<file path="src/rtl/addflag_pkg.sv">
package addflag_pkg;

    localparam int NUM_FLAGS = 8;
    localparam int NUM_SIZES = 4;

    typedef enum logic [2:0] {
        FLG_CARRY   = 3'd0,
        FLG_CARRY_X = 3'd1,
        FLG_ZERO    = 3'd2,
        FLG_ZERO_X  = 3'd3,
        FLG_PARITY  = 3'd4,
        FLG_AUX     = 3'd5,
        FLG_SIGN    = 3'd6,
        FLG_OVFL    = 3'd7
    } flag_idx_e;

    typedef enum logic [1:0] {
        SZ_BYTE  = 2'd0,
        SZ_HALF  = 2'd1,
        SZ_WORD  = 2'd2,
        SZ_DWORD = 2'd3
    } opsize_e;

    // Packed most significant first, so bit 0 is the carry flag.
    typedef struct packed {
        logic ovfl;
        logic sign;
        logic aux;
        logic parity;
        logic zero_x;
        logic zero;
        logic carry_x;
        logic carry;
    } flag_vec_t;

    typedef struct packed {
        flag_vec_t flags;
    } flag_state_t;

endpackage

</file>
<file path="src/rtl/addflag_opnd_sel.sv">
module addflag_opnd_sel
    import addflag_pkg::*;
#(
    parameter int DATA_W = 64,
    parameter int IMM_W  = 32
) (
    input  logic              use_imm,
    input  opsize_e           size_sel,
    input  logic [DATA_W-1:0] src_a,
    input  logic [DATA_W-1:0] src_b,
    input  logic [IMM_W-1:0]  imm,
    output logic [DATA_W-1:0] opa,
    output logic [DATA_W-1:0] opb,
    output logic [DATA_W-1:0] size_mask,
    output logic [DATA_W-1:0] msb_sel
);

    localparam int EXT_W = DATA_W - IMM_W;

    logic [DATA_W-1:0] mask_tbl [NUM_SIZES];
    logic [DATA_W-1:0] msb_tbl  [NUM_SIZES];
    logic [DATA_W-1:0] imm_ext;
    logic [DATA_W-1:0] second;

    for (genvar s = 0; s < NUM_SIZES; s++) begin : g_size
        localparam int RAW_W = 8 << s;
        localparam int EFF_W = (RAW_W > DATA_W) ? DATA_W : RAW_W;
        if (EFF_W >= DATA_W) begin : g_full
            assign mask_tbl[s] = '1;
        end else begin : g_part
            assign mask_tbl[s] = {{(DATA_W-EFF_W){1'b0}}, {EFF_W{1'b1}}};
        end
        assign msb_tbl[s] = {{(DATA_W-1){1'b0}}, 1'b1} << (EFF_W - 1);
    end

    assign imm_ext = {{EXT_W{imm[IMM_W-1]}}, imm};

    always_comb begin
        second    = use_imm ? imm_ext : src_b;
        size_mask = mask_tbl[size_sel];
        msb_sel   = msb_tbl[size_sel];
        opa       = src_a  & size_mask;
        opb       = second & size_mask;
    end

endmodule

</file>
<file path="src/rtl/addflag_adder.sv">
module addflag_adder #(
    parameter int DATA_W = 64
) (
    input  logic [DATA_W-1:0] opa,
    input  logic [DATA_W-1:0] opb,
    input  logic [DATA_W-1:0] size_mask,
    input  logic [DATA_W-1:0] msb_sel,
    output logic [DATA_W-1:0] sum,
    output logic              carry_out,
    output logic              nib_carry,
    output logic              sign_a,
    output logic              sign_b,
    output logic              sign_r
);

    logic [DATA_W:0] sum_full;

    always_comb begin
        sum_full  = {1'b0, opa} + {1'b0, opb};
        sum       = sum_full[DATA_W-1:0] & size_mask;
        // Operands are already masked, so the bit just above the top
        // bit of the width is the carry out of that width.
        carry_out = |(sum_full[DATA_W:1] & msb_sel);
        nib_carry = opa[4] ^ opb[4] ^ sum_full[4];
        sign_a    = |(opa & msb_sel);
        sign_b    = |(opb & msb_sel);
        sign_r    = |(sum & msb_sel);
    end

endmodule

</file>
<file path="src/rtl/addflag_flag_calc.sv">
module addflag_flag_calc
    import addflag_pkg::*;
#(
    parameter int DATA_W = 64
) (
    input  logic [DATA_W-1:0] sum,
    input  logic              carry_out,
    input  logic              nib_carry,
    input  logic              sign_a,
    input  logic              sign_b,
    input  logic              sign_r,
    output flag_vec_t         fresh
);

    logic is_zero;

    always_comb begin
        is_zero       = (sum == '0);
        fresh.carry   = carry_out;
        fresh.carry_x = carry_out;
        fresh.zero    = is_zero;
        fresh.zero_x  = is_zero;
        fresh.parity  = ~^sum[7:0];
        fresh.aux     = nib_carry;
        fresh.sign    = sign_r;
        fresh.ovfl    = (sign_a == sign_b) && (sign_r != sign_a);
    end

endmodule

</file>
<file path="src/rtl/addflag_flag_reg.sv">
module addflag_flag_reg
    import addflag_pkg::*;
(
    input  logic                 clk,
    input  logic                 rst,
    input  logic [NUM_FLAGS-1:0] wen,
    input  flag_vec_t            fresh,
    output flag_vec_t            flags_q
);

    flag_state_t st_d;
    flag_state_t st_q;

    always_comb begin
        st_d = st_q;
        for (int i = 0; i < NUM_FLAGS; i++) begin
            if (wen[i]) begin
                st_d.flags[i] = fresh[i];
            end
        end
        if (rst) begin
            st_d = '0;
        end
    end

    always_ff @(posedge clk) begin
        st_q <= st_d;
    end

    assign flags_q = st_q.flags;

endmodule

</file>
<file path="src/rtl/addflag_unit.sv">
module addflag_unit
    import addflag_pkg::*;
#(
    parameter int DATA_W = 64,
    parameter int IMM_W  = 32
) (
    input  logic                 clk,
    input  logic                 rst,
    input  logic                 use_imm,
    input  logic [1:0]           size_sel,
    input  logic [DATA_W-1:0]    src_a,
    input  logic [DATA_W-1:0]    src_b,
    input  logic [IMM_W-1:0]     imm,
    input  logic [NUM_FLAGS-1:0] flag_wen,
    output logic [DATA_W-1:0]    result,
    output logic [NUM_FLAGS-1:0] flags
);

    opsize_e           size_e;
    logic [DATA_W-1:0] opa;
    logic [DATA_W-1:0] opb;
    logic [DATA_W-1:0] size_mask;
    logic [DATA_W-1:0] msb_sel;
    logic [DATA_W-1:0] sum;
    logic              carry_out;
    logic              nib_carry;
    logic              sign_a;
    logic              sign_b;
    logic              sign_r;
    flag_vec_t         fresh;
    flag_vec_t         flags_q;

    assign size_e = opsize_e'(size_sel);

    addflag_opnd_sel #(.DATA_W(DATA_W), .IMM_W(IMM_W)) u_sel (
        .use_imm  (use_imm),
        .size_sel (size_e),
        .src_a    (src_a),
        .src_b    (src_b),
        .imm      (imm),
        .opa      (opa),
        .opb      (opb),
        .size_mask(size_mask),
        .msb_sel  (msb_sel)
    );

    addflag_adder #(.DATA_W(DATA_W)) u_add (
        .opa      (opa),
        .opb      (opb),
        .size_mask(size_mask),
        .msb_sel  (msb_sel),
        .sum      (sum),
        .carry_out(carry_out),
        .nib_carry(nib_carry),
        .sign_a   (sign_a),
        .sign_b   (sign_b),
        .sign_r   (sign_r)
    );

    addflag_flag_calc #(.DATA_W(DATA_W)) u_calc (
        .sum      (sum),
        .carry_out(carry_out),
        .nib_carry(nib_carry),
        .sign_a   (sign_a),
        .sign_b   (sign_b),
        .sign_r   (sign_r),
        .fresh    (fresh)
    );

    addflag_flag_reg u_freg (
        .clk    (clk),
        .rst    (rst),
        .wen    (flag_wen),
        .fresh  (fresh),
        .flags_q(flags_q)
    );

    assign result = sum;
    assign flags  = flags_q;

endmodule

</file>
<file path="config.mk">
export PLATFORM = sky130hd
export DESIGN_NAME = addflag_unit
export DESIGN_NICKNAME = d
export VERILOG_FILES = /design/src/rtl/addflag_pkg.sv /design/src/rtl/addflag_opnd_sel.sv /design/src/rtl/addflag_adder.sv /design/src/rtl/addflag_flag_calc.sv /design/src/rtl/addflag_flag_reg.sv /design/src/rtl/addflag_unit.sv
export SDC_FILE = /design/constraint.sdc
export NUM_CORES = 1
export LEC_CHECK = 0
export BUFFER_PORTS_ARGS = -buffer_cell sky130_fd_sc_hd__buf_4
export CAP_MARGIN = 20
export CORE_UTILIZATION = 35
export CTS_BUF_LIST = sky130_fd_sc_hd__clkbuf_4 sky130_fd_sc_hd__clkbuf_8 sky130_fd_sc_hd__clkbuf_16
export CTS_CLUSTER_DIAMETER = 120
export DETAILED_ROUTE_END_ITERATION = 6
export MAX_ROUTING_LAYER = met4
export SYNTH_ARGS = -nofsm -noshare
export SYNTH_HDL_FRONTEND = slang
export SYNTH_SLANG_ARGS = --single-unit
</file>
<file path="constraint.sdc">
create_clock -name clk -period 5.7 [get_ports clk]
set_clock_uncertainty 0.15 [all_clocks]
set_input_delay 0.285 -clock clk [delete_from_list [all_inputs] [get_ports clk]]
set_output_delay 0.285 -clock clk [all_outputs]
set_load 0.03 [all_outputs]
</file>
==> results.py, run 1 <==
metrics = {
    "outcome": {
        "status": "complete, no violations",
    },
    "logic_synthesis": {
        "synth_top_family_by_area": "simple AND/OR/NAND/NOR gates",
        "synthAdderAreaFrac_pct": 13.77,
        "syn_inst": 983,
        "ys.flop_type": "dfxtp_1",
        "synth-edff-count": 0,
        "syn_avg_cell_area_um2": 6.435,
        "muxShareOfSynthArea_pct": 6.665,
        "synth_area_um2": 6326,
        "synth_cell_types": 70,
        "ys_ff_latch": 8,
        "synth_xor_area_share_pct": 8.445,
        "synth_compound_area_share_pct": 29.37,
        "synth-seq-area-share_pct": 2.532,
        "synth-simple-area-share_pct": 33.21,
        "ys.warnings.count": 0,
        "async_reset_ff_share_pct": 0,
        "syn-num-nets": 1225,
    },
    "sta": {
        "final_hold_viol_count": 0,
        "slew_viol_final": 0,
        "rsz0062_at_grt": "false",
        "setup_violations": 0,
        "period_needed_ns": 4.837,
        "relSlewSlack_pct": 58.13,
        "fmax_mhz": 206.7,
        "worstMarginPinSlew_ns": 0.6214,
        "setup_tns_ns": 0,
        "fin_crit_sh_pct": 84.86,
    },
    "clock_network": {
        "cts_tree": "yes",
        "cts.clk_slew.worst_paths_ns": 0.03,
        "clockRootBuffer": "clkbuf_16",
        "cts.sinks": 8,
        "insertion_delay_ns": 0.23,
        "clockBufferDepth": 2,
        "h-tree-depth": 1,
        "cts_setup_buffers": 0,
        "hold_buffers": 0,
        "cts_made_buffers": 3,
        "cts_resized": 0,
    },
    "routing": {
        "dr.pass1.iters": 7,
        "via_per_inst": 5.581,
        "routed_wl_mm": 27.08,
        "drcViolationCount": 0,
        "drtIter0Drc": 412,
        "drtAntennaViolNets": 0,
        "vias": 7825,
        "wl_per_cell_um": 19.32,
    },
    "die": {
        "io-pin-count": 245,
        "die_h_um": 136.4,
        "coreArea_um2": 17480,
        "start_util_pct": 36.20,
        "dieWidth_um": 136.4,
        "core.rowCount": 48,
        "die-area_um2": 18620,
    },
    "placement": {
        "hpwl_mm": 23.58,
        "routabilityCongestion": 0.9845,
        "portBuffers": 244,
    },
    "global_route": {
        "grt-ovfl-total": 0,
        "antenna_found_initial": 0,
        "grt-busiest-layer": "met2",
        "grt_max_degree": 65,
        "grt_pass1_vias": 7720,
        "grt_pass1_wl_mm": 42.08,
        "use_met3_pct": 1.193,
        "grtUsageMet1_pct": 37.73,
        "met2_usage_pct": 52.03,
        "grt_usage_pct": 29.67,
    },
    "cells_and_area": {
        "area_growth_pct": 32.02,
        "nets": 1421,
        "fillers": 1914,
        "layout-drive-gt1-share_pct": 24.81,
        "post-route-util_pct": 47.79,
        "regArea_um2": 160.2,
        "largest_register_ffs": 8,
        "antennaDiodeCount": 0,
        "multi_input_area_um2": 5788,
    },
    "job": {
        "cap_violations": 0,
    },
    "setup_path": {
        "path_class": "input port to flop",
        "worstSetupStartpointType": "input port",
        "required_ns": 5.69,
        "worstSetupEndpointType": "flop",
        "crit_fanout": 38,
        "cp.arrival_ns": 4.82,
    },
    "pwr": {
        "power_density_nw_per_um2": 127.6,
        "p_leak_uw": 0.003875,
        "irDropWorstVdd_v": 0.0001398,
    },
    "hold_path": {
        "hold_path_class": "input port to flop",
    },
}
[cell usage after synthesis (3+ instances only)]
library cell,n,share of area (%)
a21oi_1,121,9.6
nor2_1,115,6.8
nand2_1,87,5.2
ha_1,68,13
o21ai_0,54,4.3
clkbuf_1,45,2.7
nand2b_1,38,3.8
and2_1,34,3.4
nand4_1,34,3.4
xnor2_1,34,4.7
and3_1,33,3.3
mux2i_1,32,5.1
xor2_1,27,3.7
inv_1,26,1.5
nor2b_1,24,2.4
o21a_1,22,2.6
buf_2,16,1.3
a21o_1,14,1.7
a211oi_1,13,1.5
a31oi_1,12,1.2
nor3_1,10,0.79
o211ai_1,9,1.1
o31ai_1,9,1.1
dfxtp_1,8,2.5
o21bai_1,8,0.95
mux2_2,7,1.2
nand3_1,7,0.55
a21boi_0,6,0.71
or2_2,5,0.49
buf_1,4,0.24
nor4_1,4,0.40
o21ai_1,4,0.32
nor4_2,3,0.59
o221ai_1,3,0.42
o31a_1,3,0.42
[through the flow]
| step | cell area (um2) | cells | hold slack [ns] | setup WS, ns | total power (uW) |
|---|---|---|---|---|---|
| after floorplan | 6326 | 983 | 0.2306 | 0.7556 | 623.2 |
| after global placement | 8277 | 1399 | 0.3194 | 0.7071 | 955.3 |
| after detailed placement | 8277 | 1399 | 0.3115 | 0.6340 | 948.6 |
| after CTS | 8352 | 1402 | 0.09348 | 0.8834 | 1068 |
| after global routing | 8352 | 1402 | 0.09321 | 0.6115 | 1141 |
| final | 8352 | 1402 | 0.09450 | 0.8632 | 1066 |
[cells by family (layout without fill, tap and decap cells)]
kind of cell               after synthesis  after routing
AOI/OAI and AO/OA                      302            302
xor gates and xnor gates                61             61
adders and majority gates               69             69
buffers and inverters                   93            287
DFF                                      8              8
muxes                                   40             40
and+or+nand+nor                        410            410
[layout by cell type (no fill, tap or decap), types with 27 or more instances in the layout]
| cell | count |
|---|---|
| buf_4 | 257 |
| a21oi_1 | 121 |
| nand2_1 | 86 |
| ha_1 | 68 |
| xnor2_1 | 34 |
| nor2_1 | 115 |
| xor2_1 | 27 |
| and2_1 | 34 |
| nand2b_1 | 38 |
| mux2i_1 | 32 |
| o21ai_0 | 54 |
| nand4_1 | 34 |
| and3_1 | 33 |
[per-layer routing]
layer	vias up	share of wire, %
li1	3936	-
met1	3634	45
met2	226	50
met3	29	3.6
met4	0	1.9
met5	-	0
[path summary, 6_finish.rpt]
path              slack, ns                             end                            from  cells past startpoint
setup / recovery       0.86  u_freg.flags_q[3]$_SDFFE_PP0P_                         use_imm                     17
hold reg to reg        0.32  u_freg.flags_q[3]$_SDFFE_PP0P_  u_freg.flags_q[3]$_SDFFE_PP0P_                      2
hold / removal         0.09  u_freg.flags_q[5]$_SDFFE_PP0P_                     flag_wen[5]                      2
setup reg to reg       4.89  u_freg.flags_q[6]$_SDFFE_PP0P_  u_freg.flags_q[6]$_SDFFE_PP0P_                      2
[power breakdown]
group / switching [uW] / internal (uW) / total (uW)
sequential: 2.61 / 61.9 / 64.5
combinational: 527 / 361 / 887
clock: 23.7 / 90.1 / 114
total: 553 / 513 / 1070
[worst max-delay path, cell delays in order]
cell and delay (ns):
buf_4 0.18, buf_4 0.33, nand2b_1 0.15, a21boi_0 0.11, ha_1 0.43, a21oi_1 0.38
o21a_1 0.20, a21boi_0 0.36, o31ai_1 0.10, or3_1 0.49, a21oi_2 0.24, xor2_1 0.17
nor2_1 0.07, or4_1 0.56, nor4_2 0.25, nand4b_1 0.23, o31ai_1 0.27
[area by class of cell]
cell class / instances / area share [%]
Multi-Input combinational cell: 882 / 69.30
Sequential cell: 8 / 1.918
Timing Repair Buffer: 258 / 23.34
Inverter: 26 / 1.169
Clock buffer: 3 / 0.8989
Tap cell: 225 / 3.371
Note: power is estimated with default switching activity, not from simulation.
==> run 2, diff against run 1 <==
==> constraint.sdc (replaced) <==
create_clock -name clk -period 4.9 [get_ports clk]
set_clock_uncertainty 0.15 [all_clocks]
set_input_delay 0.245 -clock clk [delete_from_list [all_inputs] [get_ports clk]]
set_output_delay 0.245 -clock clk [all_outputs]
set_load 0.03 [all_outputs]
==> results.py, run 2 (same netlist as run 1, synthesis figures left out) <==
metrics = {
    "outcome": {
        "status": "complete, no violations",
    },
    "setup_path": {
        "crit_slowest_cell": "or4_1",
        "path_class": "input port to flop",
        "worstSetupEndpointType": "flop",
        "crit_path_cell_trace": "buf_4 -> buf_12 -> mux2i_1 -> nor2b_1 -> ha_1 -> a21oi_1 -> o21a_1 -> a21boi_0 -> o31ai_1 -> or3_1 -> a21oi_2 -> xor2_1 -> nor2_1 -> or4_1 -> nor4_2 -> nand4b_1 -> o31ai_1",
        "critPathMaxStageDelay_ns": 0.54,
        "crit_fanout": 38,
        "worstSetupStartpointType": "input port",
        "cp.arrival_ns": 4.55,
        "cpMostUsedCell": "o31ai_1",
        "required_ns": 4.89,
    },
    "routing": {
        "drcViolationCount": 0,
        "dr.pass1.iters": 4,
        "vias": 8057,
        "wl_per_cell_um": 18.48,
        "wl_met3_mm": 1.144,
        "drtAntennaViolNets": 0,
        "wirelength_met1_mm": 11.93,
        "met2WireLength_mm": 13.21,
        "top_layer": "met4",
        "drtIter0Drc": 409,
        "via_per_inst": 5.553,
        "routed_wl_mm": 26.81,
    },
    "die": {
        "dieWidth_um": 136.4,
        "coreArea_um2": 17480,
        "die-area_um2": 18620,
        "core.rowCount": 48,
        "start_util_pct": 36.20,
        "io-pin-count": 245,
        "die_h_um": 136.4,
    },
    "cells_and_area": {
        "area_growth_pct": 38.23,
        "largest_register_ffs": 8,
        "final_common_cell": "buf_4",
        "layout-drive-gt1-share_pct": 27.81,
        "fillers": 1923,
        "layout_common_cells": "buf_4, a21oi_1, nor2_1",
        "antennaDiodeCount": 0,
        "nets": 1470,
        "final_cell_area_um2": 8745,
    },
    "pwr": {
        "power_frac_seq_pct": 5.9,
        "switching_share_pct": 50.94,
        "clkPwrFrac_pct": 10.8,
        "total_power_uw": 1276,
        "power_density_nw_per_um2": 145.9,
        "intPower_uw": 626.1,
        "switchingPower_uw": 650.1,
        "pwr-share-comb_pct": 83.3,
        "irDropWorstVdd_v": 0.0001305,
        "p_leak_uw": 0.004123,
    },
    "clock_network": {
        "clockRootBuffer": "clkbuf_16",
        "h-tree-depth": 1,
        "hold_buffers": 0,
        "cts_setup_buffers": 0,
        "cts.clk_slew.worst_paths_ns": 0.04,
        "cts.sinks": 8,
        "cts_made_buffers": 3,
        "cts_tree": "yes",
        "cts_resized": 0,
        "clockBufferDepth": 2,
        "insertion_delay_ns": 0.23,
    },
    "hold_path": {
        "hold_path_class": "input port to flop",
    },
    "sta": {
        "slew_viol_final": 0,
        "final_hold_viol_count": 0,
        "setup_tns_ns": 0,
        "rsz0062_at_grt": "false",
        "setup_violations": 0,
        "relSlewSlack_pct": 57.58,
        "worstMarginPinSlew_ns": 0.6296,
        "fmax_mhz": 219.4,
        "period_needed_ns": 4.557,
        "fin_crit_sh_pct": 93.01,
    },
    "placement": {
        "portBuffers": 244,
        "routabilityCongestion": 0.9752,
        "hpwl_mm": 23.29,
        "dpl-instance-area_um2": 8670,
    },
    "global_route": {
        "grt_usage_pct": 29.15,
        "grt_pass1_vias": 7913,
        "grt_pass1_wl_mm": 41.43,
        "antenna_found_initial": 0,
        "grt_max_degree": 94,
        "grt-ovfl-total": 0,
    },
    "job": {
        "cap_violations": 0,
    },
}
[run 2: layout make-up]
type                            count  area, um2  area share, %
Clock buffer                        3      75.07         0.8585
Inverter                           26      97.59          1.116
Multi-Input combinational cell    882       5788          66.19
Sequential cell                     8      160.2          1.831
Tap cell                          225      281.5          3.219
Timing Repair Buffer              307       2342          26.78
[run 2: per-layer routing]
| layer | global-route usage [%] | vias to the layer above |
|---|---|---|
| li1 | - | 4030 |
| met1 | 37.15 | 3743 |
| met2 | 51.10 | 257 |
| met3 | 0.8949 | 27 |
| met4 | 5.802 | 0 |
| met5 | - | - |
[run 2: worst paths after layout]
| kind | start | depth (start not counted) | slack (ns) | endpoint |
|---|---|---|---|---|
| hold reg to reg | u_freg.flags_q[2]$_SDFFE_PP0P_ | 2 | 0.32 | u_freg.flags_q[2]$_SDFFE_PP0P_ |
| hold / removal | flag_wen[6] | 2 | 0.05 | u_freg.flags_q[6]$_SDFFE_PP0P_ |
| setup reg to reg | u_freg.flags_q[5]$_SDFFE_PP0P_ | 2 | 4.10 | u_freg.flags_q[5]$_SDFFE_PP0P_ |
| setup / recovery | use_imm | 17 | 0.34 | u_freg.flags_q[3]$_SDFFE_PP0P_ |
[run 2: stage by stage]
stage                     hold WS (ns)  utilization, %  std cells  worst slack, ns
after CTS                      0.04710           50.04       1451           0.3080
after global routing           0.05542           50.04       1451          0.08900
final                          0.04967           50.04       1451           0.3426
after floorplan                 0.1906               -        983          0.08786
after detailed placement        0.2876           49.61       1448          0.08803
after global placement          0.2850           49.61       1448           0.1303
[run 2: power groups by stage]
stage	clock network (uW)	registers, uW	logic, uW
final	137	75.3	1060
after global placement	0	76.1	1060
after floorplan	0	87.8	637
after CTS	139	75.2	1060
after global routing	142	76.2	1150
after detailed placement	0	75.7	1060
[run 2: worst max-delay path, delay by kind of cell]
family / cells / cell delay (ns)
XOR/XNOR: 1 / 0.19
AO/OA/AOI/OAI: 6 / 1.41
multiplexers: 1 / 0.21
buffers and inverters: 2 / 0.42
AND/OR/NAND/NOR: 6 / 1.63
adder cells (fa/ha/maj): 1 / 0.41
